## src/rtl/sramt_pkg.sv

```systemverilog
package sramt_pkg;

    typedef enum logic [3:0] {
        ST_IDLE,
        ST_DATA_W,
        ST_DATA_R,
        ST_ADDR_W,
        ST_ADDR_R,
        ST_FAST_W,
        ST_FAST_R,
        ST_HOLD_W,
        ST_HOLD_R,
        ST_DONE
    } st_e;

    localparam logic [7:0] STAT_PASS = 8'h03;
    localparam logic [7:0] STAT_DATA = 8'hE0;
    localparam logic [7:0] STAT_FAST = 8'hCC;
    localparam logic [7:0] STAT_FAIL = 8'hC0;

    // lamp code for an address-slice failure
    function automatic logic [7:0] slice_code(input int unsigned s, input int unsigned dw);
        int unsigned bitpos;
        bitpos = s + ((dw == 8) ? 3 : 2);
        return STAT_FAIL | (8'h01 << bitpos);
    endfunction

endpackage

```

## src/rtl/sramt_strobe.sv

```systemverilog
module sramt_strobe #(
    parameter int ACC_CLKS = 3
) (
    input  logic clk,
    input  logic rst,
    input  logic run,
    input  logic wr,
    output logic we,
    output logic step
);
    localparam int PW = (ACC_CLKS > 1) ? $clog2(ACC_CLKS) : 1;
    localparam logic [PW-1:0] LAST = PW'(ACC_CLKS - 1);

    logic [PW-1:0] phase;

    always_ff @(posedge clk) begin
        if (rst || !run) phase <= '0;
        else if (phase == LAST) phase <= '0;
        else phase <= phase + 1'b1;
    end

    assign step = run && (phase == LAST);
    assign we   = run && wr && (phase != '0) && (phase != LAST);
endmodule

```

## src/rtl/sramt_opgen.sv

```systemverilog
module sramt_opgen
    import sramt_pkg::*;
#(
    parameter int ADDR_W = 10,
    parameter int DATA_W = 4
) (
    input  st_e                                      st,
    input  logic [ADDR_W-1:0]                        addr,
    input  logic [DATA_W-1:0]                        val,
    input  logic [((ADDR_W+DATA_W-1)/DATA_W > 1 ? $clog2((ADDR_W+DATA_W-1)/DATA_W) : 1)-1:0] slice,
    input  logic                                     fpass,
    input  logic [ADDR_W-1:0]                        fail_addr,
    input  logic [DATA_W-1:0]                        fail_wr,
    output logic [ADDR_W-1:0]                        op_addr,
    output logic [DATA_W-1:0]                        op_data
);
    localparam logic [DATA_W-1:0] ALT = {(DATA_W/2){2'b10}};

    logic [ADDR_W-1:0] shifted;

    always_comb begin
        shifted = addr >> (DATA_W * int'(slice));
        op_addr = addr;
        case (st)
            ST_DATA_W, ST_DATA_R: op_data = val;
            ST_ADDR_W, ST_ADDR_R: op_data = shifted[DATA_W-1:0];
            ST_FAST_W, ST_FAST_R: op_data = (addr[0] ^ fpass) ? ~ALT : ALT;
            ST_HOLD_W, ST_HOLD_R: begin
                op_addr = fail_addr;
                op_data = fail_wr;
            end
            default: op_data = '0;
        endcase
    end
endmodule

```

## src/rtl/sramt_seq.sv

```systemverilog
module sramt_seq
    import sramt_pkg::*;
#(
    parameter int ADDR_W = 10,
    parameter int DATA_W = 4,
    localparam int NS  = (ADDR_W + DATA_W - 1) / DATA_W,
    localparam int SLW = (NS > 1) ? $clog2(NS) : 1
) (
    input  logic              clk,
    input  logic              rst,
    input  logic              start,
    input  logic              hold_en,
    input  logic              step,
    input  logic [DATA_W-1:0] rdata,
    input  logic [DATA_W-1:0] expect_d,
    output st_e               st,
    output logic [ADDR_W-1:0] addr,
    output logic [DATA_W-1:0] val,
    output logic [SLW-1:0]    slice,
    output logic              fpass,
    output logic              run,
    output logic              op_wr,
    output logic              busy,
    output logic              done,
    output logic [7:0]        status,
    output logic [ADDR_W-1:0] fail_addr,
    output logic [DATA_W-1:0] fail_wr,
    output logic [DATA_W-1:0] fail_rd,
    output logic              retry_ok
);
    localparam logic [DATA_W-1:0] VMAX      = '1;
    localparam logic [ADDR_W-1:0] AMAX      = '1;
    localparam logic [SLW-1:0]    SLICE_TOP = SLW'(NS - 1);

    logic       at_last, mism, checking, holding;
    logic [7:0] fcode;

    assign at_last  = (addr == AMAX);
    assign mism     = (rdata != expect_d);
    assign checking = (st == ST_DATA_R) || (st == ST_ADDR_R) || (st == ST_FAST_R);
    assign holding  = (st == ST_HOLD_W) || (st == ST_HOLD_R);
    assign run      = (st != ST_IDLE) && (st != ST_DONE);
    assign busy     = run && !holding;
    assign done     = (st == ST_DONE) || holding;
    assign op_wr    = (st == ST_DATA_W) || (st == ST_ADDR_W) ||
                      (st == ST_FAST_W) || (st == ST_HOLD_W);

    always_comb begin
        case (st)
            ST_ADDR_R: fcode = slice_code(int'(slice), DATA_W);
            ST_FAST_R: fcode = STAT_FAST;
            default:   fcode = STAT_DATA;
        endcase
    end

    always_ff @(posedge clk) begin
        if (rst) begin
            st        <= ST_IDLE;
            addr      <= '0;
            val       <= '0;
            slice     <= SLICE_TOP;
            fpass     <= 1'b0;
            status    <= '0;
            fail_addr <= '0;
            fail_wr   <= '0;
            fail_rd   <= '0;
            retry_ok  <= 1'b0;
        end else begin
            case (st)
                ST_IDLE, ST_DONE: begin
                    if (start) begin
                        st       <= ST_DATA_W;
                        addr     <= '0;
                        val      <= '0;
                        slice    <= SLICE_TOP;
                        fpass    <= 1'b0;
                        status   <= '0;
                        retry_ok <= 1'b0;
                    end
                end
                default: begin
                    if (step) begin
                        if (checking && mism) begin
                            status    <= fcode;
                            fail_addr <= addr;
                            fail_wr   <= expect_d;
                            fail_rd   <= rdata;
                            addr      <= '0;
                            st        <= hold_en ? ST_HOLD_W : ST_DONE;
                        end else begin
                            addr <= at_last ? '0 : addr + 1'b1;
                            case (st)
                                ST_DATA_W: if (at_last) st <= ST_DATA_R;
                                ST_DATA_R: if (at_last) begin
                                    if (val == VMAX) st <= ST_ADDR_W;
                                    else begin
                                        val <= val + 1'b1;
                                        st  <= ST_DATA_W;
                                    end
                                end
                                ST_ADDR_W: if (at_last) st <= ST_ADDR_R;
                                ST_ADDR_R: if (at_last) begin
                                    if (slice == '0) st <= ST_FAST_W;
                                    else begin
                                        slice <= slice - 1'b1;
                                        st    <= ST_ADDR_W;
                                    end
                                end
                                ST_FAST_W: if (at_last) st <= ST_FAST_R;
                                ST_FAST_R: if (at_last) begin
                                    if (fpass) begin
                                        st     <= ST_DONE;
                                        status <= STAT_PASS;
                                    end else begin
                                        fpass <= 1'b1;
                                        st    <= ST_FAST_W;
                                    end
                                end
                                ST_HOLD_W: st <= ST_HOLD_R;
                                ST_HOLD_R: begin
                                    retry_ok <= !mism;
                                    fail_rd  <= rdata;
                                    st       <= hold_en ? ST_HOLD_W : ST_DONE;
                                end
                                default: st <= ST_IDLE;
                            endcase
                        end
                    end
                end
            endcase
        end
    end
endmodule

```

## src/rtl/sram_selftest.sv

```systemverilog
module sram_selftest
    import sramt_pkg::*;
#(
    parameter int ADDR_W   = 10,
    parameter int DATA_W   = 4,
    parameter int ACC_CLKS = 3
) (
    input  logic              clk,
    input  logic              rst,
    input  logic              start,
    input  logic              hold_en,
    output logic [ADDR_W-1:0] ram_addr,
    output logic              ram_we,
    output logic [DATA_W-1:0] ram_wdata,
    input  logic [DATA_W-1:0] ram_rdata,
    output logic              busy,
    output logic              done,
    output logic [7:0]        status,
    output logic [ADDR_W-1:0] fail_addr,
    output logic [DATA_W-1:0] fail_wr,
    output logic [DATA_W-1:0] fail_rd,
    output logic              retry_ok
);
    localparam int NS  = (ADDR_W + DATA_W - 1) / DATA_W;
    localparam int SLW = (NS > 1) ? $clog2(NS) : 1;

    st_e               st;
    logic [ADDR_W-1:0] addr;
    logic [DATA_W-1:0] val;
    logic [SLW-1:0]    slice;
    logic              fpass, run, op_wr, step;
    logic [DATA_W-1:0] op_data;

    sramt_seq #(.ADDR_W(ADDR_W), .DATA_W(DATA_W)) u_seq (
        .clk(clk), .rst(rst), .start(start), .hold_en(hold_en), .step(step),
        .rdata(ram_rdata), .expect_d(op_data), .st(st), .addr(addr), .val(val),
        .slice(slice), .fpass(fpass), .run(run), .op_wr(op_wr), .busy(busy),
        .done(done), .status(status), .fail_addr(fail_addr), .fail_wr(fail_wr),
        .fail_rd(fail_rd), .retry_ok(retry_ok)
    );

    sramt_opgen #(.ADDR_W(ADDR_W), .DATA_W(DATA_W)) u_opgen (
        .st(st), .addr(addr), .val(val), .slice(slice), .fpass(fpass),
        .fail_addr(fail_addr), .fail_wr(fail_wr),
        .op_addr(ram_addr), .op_data(op_data)
    );

    sramt_strobe #(.ACC_CLKS(ACC_CLKS)) u_strobe (
        .clk(clk), .rst(rst), .run(run), .wr(op_wr), .we(ram_we), .step(step)
    );

    assign ram_wdata = op_data;
endmodule

```

## config.mk

```make
export PLATFORM = sky130hd
export DESIGN_NAME = sram_selftest
export DESIGN_NICKNAME = d
export VERILOG_FILES = /design/src/rtl/sramt_pkg.sv /design/src/rtl/sramt_strobe.sv /design/src/rtl/sramt_opgen.sv /design/src/rtl/sramt_seq.sv /design/src/rtl/sram_selftest.sv
export SDC_FILE = /design/constraint.sdc
export NUM_CORES = 1
export LEC_CHECK = 0
export ABC_AREA = 1
export BUFFER_PORTS_ARGS = -buffer_cell sky130_fd_sc_hd__buf_2
export CAP_MARGIN = 20
export CORE_MARGIN = 3
export CORE_UTILIZATION = 60
export DETAILED_ROUTE_END_ITERATION = 10
export GPL_TIMING_DRIVEN = 1
export PLACE_DENSITY = 0.86
export SLEW_MARGIN = 20
export SYNTH_ARGS = -nofsm -noshare
export SYNTH_HDL_FRONTEND = slang
export SYNTH_HIERARCHICAL = 1
export SYNTH_SLANG_ARGS = --single-unit
```

## constraint.sdc

```tcl
create_clock -name clk -period 7 [get_ports clk]
set_clock_uncertainty 0.1 [all_clocks]
set_input_delay 1.05 -clock clk [delete_from_list [all_inputs] [get_ports clk]]
set_output_delay 1.05 -clock clk [all_outputs]
set_load 0.02 [all_outputs]
```

==> flow_summary.json, run 1 <==
{
  "status": "completed",
  "pwr-share-comb_pct": 48.3,
  "fp-row-count": 25,
  "hold_viol": 0,
  "path_max_fanout": 14,
  "syn_avg_cell_area_sq_um": 6.58,
  "antenna_found_initial": 0,
  "max_freq_mhz": 325,
  "p_leak_nw": 1.84,
  "utilization_pct": 72.1,
  "p_seq_share_pct": 32.6,
  "clock_sinks": 49,
  "die_w_um": 79.1,
  "pin_count": 52,
  "post-dp-hpwl_mm": 6.06,
  "first_pass_iters": 4,
  "min_from": "u_strobe/phase[0]",
  "use_met3_pct": 3.63,
  "clk_path_buf_depth": 2,
  "n_antenna_cell": 0,
  "rsz0062_at_grt": "false",
  "synth_area_leaders": "dfxtp_1, nand2_1, inv_1",
  "ys_ff_latch": 49,
  "layout.cells.most_common": "nand2_1",
  "drtAntennaViolNets": 0,
  "syn2layout_area_growth_pct": 11.2,
  "hp-class": "reg2reg",
  "h-tree-depth": 2,
  "busiest_layer": "met2",
  "cts-resized-gates": 0,
  "nNetsFinal": 552,
  "maxSlewViolCount": 0,
  "p_sw_mw": 0.521,
  "layout-drive-gt1-share_pct": 19.6,
  "ys_seq_area_share_pct": 30.6,
  "reg2reg_from": "u_seq/st[3]",
  "num_vias": 3211,
  "wl_per_cell_um": 13.2,
  "arrival_ns": 1.92,
  "drt_iter0_markers": 189,
  "setup-tns-final_ns": 0,
  "p_int_mw": 0.586,
  "start_util_pct": 64.9,
  "fin_total_pwr_mw": 1.11,
  "worstRegToRegCells": 16,
  "grt_pass1_vias": 3075,
  "tightest_slew_ns": 0.883,
  "critPathCaptureType": "primary output",
  "period_share_pct": 43.9,
  "synth_top_cell_by_area": "dfxtp_1",
  "synth.distinct_cells": 35,
  "grt_overflow": 0,
  "grt_start_max_net_pins": 30,
  "path_class": "reg2out",
  "drv_cap": 0,
  "grt_util_met1_pct": 32.8,
  "grt_pass1_wl_mm": 13.7,
  "path_clk_slew_ns": 0.09,
  "r2r_setup_slack_ns": 4.16,
  "grt_use_met2_pct": 47.4,
  "fin_crit_ns": 3.07,
  "synth-edff-count": 0,
  "cts_tree": "yes",
  "die_height_um": 79.1,
  "clockPowerShare_pct": 19.1,
  "synthesis.area_sq_mm": 0.00321,
  "min_path_cells": 1,
  "r2r-end": "u_seq/addr[7]",
  "required_ns": 5.85,
  "ys_async_sr_fraction_pct": 0,
  "die_area_sq_mm": 0.00626,
  "cts_buffers": 5,
  "relSlewSlack_pct": 41.1,
  "start_kind": "flop",
  "drc": 0,
  "holdBufCountCts": 0,
  "layout_common_cells": "nand2_1, inv_1, nor2_1",
  "yosys_warnings": 6,
  "drt-vias-per-instance": 5.33,
  "powerDensity_mw_per_mm2": 311,
  "synth_top_area_share_pct": 30.6,
  "clockRootBuffer": "clkbuf_8",
  "peakVddDrop_v": 0.000171,
  "synth-main-ff-cell": "dfxtp_1",
  "grt_use_total_pct": 27.2,
  "insertion_delay_ns": 0.30,
  "netSwitchingFraction_pct": 47.1,
  "routed_wl_mm": 7.95,
  "design.core.area_sq_mm": 0.00494,
  "gp_congestion": 0.993,
  "setup_viol": 0,
  "synth_nets": 505,
  "synthCells": 487,
  "min_to": "u_strobe/phase[0]",
  "postCtsSetupBuffers": 0,
  "port_buffers": 51
}
[worst max-delay path, stage by stage (launching register included)]
cell,delay (ns)
dfxtp_1,0.61
nor2_2,0.16
nand2_2,0.13
nand2_4,0.09
inv_2,0.21
nand2_1,0.14
nor2_1,0.10
buf_2,0.17
[metal layers]
| layer | share of wire (%) | vias to the layer above |
|---|---|---|
| met4 | 2.9 | 0 |
| li1 | - | 1634 |
| met5 | 0 | - |
| met2 | 49 | 120 |
| met1 | 43 | 1434 |
| met3 | 5.5 | 23 |
[flip-flops by register name, summed over array words and instances (netlist names)]
register,flops
u_seq/addr,10
u_seq/fail_addr,10
u_seq/status,7
u_seq/fail_rd,4
u_seq/fail_wr,4
u_seq/st,4
u_seq/val,4
u_seq/slice,2
u_strobe/phase,2
u_seq/fpass,1
u_seq/retry_ok,1
[power groups by stage]
stage                     registers [mW]  logic [mW]  clock network [mW]
after floorplan                    0.366       0.431                   0
after global placement             0.364       0.514                   0
after detailed placement           0.366       0.529                   0
after CTS                          0.360       0.530               0.213
after global routing               0.367       0.602               0.223
final                              0.361       0.535               0.211
[stage by stage]
step	setup WS, ns	hold slack (ns)	instances	instance area (sq um)
2_1_floorplan	4.40	0.290	487	3210
3_3_place_gp	4.30	0.299	594	3450
3_5_place_dp	4.23	0.302	594	3450
4_1_cts	3.94	0.314	602	3560
5_1_grt	3.72	0.345	602	3560
6_report	3.93	0.314	602	3560
[logic make-up after synthesis]
family,share of synthesized area [%]
xor+xnor,0.546
flops,30.6
buf+inv,11.5
fa+ha+maj,3.90
compound gates,11.5
simple gates,42.0
[worst max-delay path by stage]
stage	slack [ns]	end	depth (start not counted)	startpoint
2_1_floorplan	4.40	busy	7	u_seq/st[3]
3_3_place_gp	4.30	busy	7	u_seq/st[3]
3_5_place_dp	4.23	u_seq/addr[7]	16	u_seq/st[3]
4_1_cts	3.94	busy	7	u_seq/st[3]
5_1_grt	3.72	ram_wdata[3]	7	u_seq/st[3]
6_report	3.93	busy	7	u_seq/st[3]
[synthesized netlist by cell type, types with 5 or more instances]
cell type / count
o21ai_1: 7
nand4_1: 5
o21ai_0: 24
inv_2: 5
a21oi_1: 30
dfxtp_1: 49
nand2_4: 10
nor2_1: 58
inv_1: 67
nand2_2: 12
ha_1: 10
nand2_1: 126
nor3_1: 7
nand3_1: 36
nand3_2: 5
[final cells by class]
type                            instances  area (sq um)
Multi-Input combinational cell        355          1860
Fill cell                             454          1380
Sequential cell                        49           981
Inverter                               72           270
Timing Repair Buffer                   51           255
Clock buffer                            7          86.3
Tap cell                               67          83.8
Clock inverter                          1          30.0
Note: power is estimated with default switching activity, not from simulation.
==> run 2: changes to the inputs <==
CORE_UTILIZATION = 51   (was 60)
PLACE_DENSITY = 0.78   (was 0.86)
clock period = 2.54 ns   (was 7 ns; I/O delays follow)
==> run 2 against run 1 <==
Against the previous run: routed wire length increased by 7.1%; sequential share of layout area decreased by 1.4 points; critical path depth increased by 12; die area increased by 16%; total power increased to 2.9 times the previous value; combinational power increased to 3.2 times the previous value; first-iteration DRC count decreased by 7.9%; critical endpoint is now u_seq/status[6]; largest power group unchanged.
==> flow_summary.json, run 2 (synthesized netlist as in run 1, its figures left out) <==
{
  "grt_pass1_wl_mm": 13.7,
  "worstRegToRegCells": 19,
  "peakVddDrop_v": 0.000508,
  "required_ns": 2.67,
  "routed_wl_mm": 8.51,
  "arrival_ns": 2.51,
  "start_kind": "flop",
  "setup_viol": 0,
  "gp_congestion": 0.958,
  "top_regs": "u_seq/addr: 10 flops, u_seq/fail_addr: 10 flops, u_seq/status: 7 flops",
  "status": "completed",
  "port_buffers": 51,
  "h-tree-depth": 2,
  "antenna_found_initial": 0,
  "critPathCaptureType": "flop",
  "layout-drive-gt1-share_pct": 25.0,
  "clk_path_buf_depth": 2,
  "drtAntennaViolNets": 0,
  "holdBufCountCts": 0,
  "tightest_slew_ns": 0.364,
  "syn2layout_area_growth_pct": 17.9,
  "insertion_delay_ns": 0.30,
  "post-dp-hpwl_mm": 6.45,
  "fin_cells": 635,
  "drv_cap": 0,
  "drt_iter0_markers": 174,
  "grt_overflow": 0,
  "cts_tree": "yes",
  "die_w_um": 85.3,
  "post-place-cells": 622,
  "path_class": "reg2reg",
  "clockRootBuffer": "clkbuf_8",
  "nNetsFinal": 577,
  "reg2reg_from": "u_seq/st[2]",
  "hold_ws_ns": 0.235,
  "min_from": "ram_rdata[2]",
  "hp-class": "in2reg",
  "grt_pass1_vias": 2989,
  "relSlewSlack_pct": 75.5,
  "r2r-end": "u_seq/status[6]",
  "r2r_setup_slack_ns": 0.17,
  "clock_sinks": 49,
  "p_leak_nw": 1.97,
  "hold_viol": 0,
  "path_clk_slew_ns": 0.09,
  "min_to": "u_seq/fail_rd[2]",
  "n_antenna_cell": 0,
  "cts_buffers": 5,
  "die_height_um": 85.3,
  "design.core.area_sq_mm": 0.00599,
  "layout_common_cells": "nand2_1, inv_1, nor2_1",
  "worst_slack_ns": 0.167,
  "pre_cts_slack_ns": 0.134,
  "path_max_fanout": 7,
  "grt_use_total_pct": 23.5,
  "die_area_sq_mm": 0.00728,
  "wl_per_cell_um": 13.4,
  "fin_crit_ns": 2.37,
  "min_path_cells": 3,
  "num_vias": 3279,
  "drc": 0,
  "maxSlewViolCount": 0,
  "max_freq_mhz": 421,
  "period_share_pct": 93.4,
  "powerDensity_mw_per_mm2": 839,
  "drt-vias-per-instance": 5.16,
  "layout.cells.most_common": "nand2_1",
  "fp-row-count": 28,
  "start_util_pct": 53.5,
  "first_pass_iters": 5,
  "pin_count": 52,
  "grt_start_max_net_pins": 26
}
## run 2: cell count changes in the layout (fill, tap and decap cells not counted), moves of 2 or more
cell | previous run | this run
buf_4 | 0 | 24
dfxtp_1 | 49 | 43
dfxtp_2 | 0 | 6
nand2_1 | 126 | 124
nand3_4 | 1 | 3
## run 2: area by class of cell
type | instances | area, sq um
Tap cell | 75 | 93.8
Sequential cell | 49 | 988
Fill cell | 552 | 2210
Clock buffer | 6 | 82.6
Inverter | 72 | 273
Clock inverter | 2 | 13.8
Timing Repair Buffer | 75 | 435
Multi-Input combinational cell | 356 | 1890
## run 2: per-layer routing
layer	vias to the layer above	wire length (um)	global-route usage (%)
met5	-	0	0
met4	0	214	8.06
met3	14	492	3.69
met2	105	4220	41.7
met1	1481	3580	28.8
li1	1679	-	-
## run 2: how the worst max path moves through the flow
stage / startpoint / end / slack, ns / depth (start not counted)
floorplan: u_seq/st[1] / u_seq/addr[7] / 0.09 / 18
global placement: u_seq/st[2] / u_seq/addr[7] / 0.17 / 18
detailed placement: u_seq/st[2] / u_seq/addr[7] / 0.13 / 18
CTS: u_seq/st[2] / u_seq/addr[8] / 0.10 / 18
global route: u_seq/st[2] / u_seq/status[0] / -0.004 / 18
finish: u_seq/st[2] / u_seq/status[6] / 0.17 / 19
## run 2: what timing repair did
item                       CTS  global route
gates resized for setup      0            16
setup buffers                0             4
setup endpoints to repair    0            41
## run 2: report_power, final
group	switching, mW	internal, mW	leakage, nW
registers	0.0925	0.867	0.398
clock network	0.276	0.221	0.0512
logic	1.16	0.550	1.52
total	1.53	1.64	1.97
## run 2: critical path: stages (launching register included)
cell and delay, ns:
dfxtp_2 0.36, inv_1 0.08, nor2_4 0.17, nand2_4 0.10
nand2_4 0.11, nand2_1 0.06, nand2_1 0.06, inv_1 0.04
nand2_1 0.08, inv_1 0.06, nand2_1 0.05, nand2_1 0.05
nor2_1 0.12, nand2_2 0.11, nand2_8 0.13, buf_4 0.18
nand3_4 0.10, nand3_4 0.11, nand2_1 0.07, a21oi_1 0.15
## run 2: metrics by stage
stage	setup TNS, ns	power (mW)	util (%)	area, sq um
after CTS	0	3.06	61.8	3700
final	0	3.17	63.1	3780
after global routing	-0.00742	3.40	63.1	3780
after detailed placement	0	2.57	60.2	3610
after floorplan	0	2.20	-	3210
after global placement	0	2.54	60.2	3610
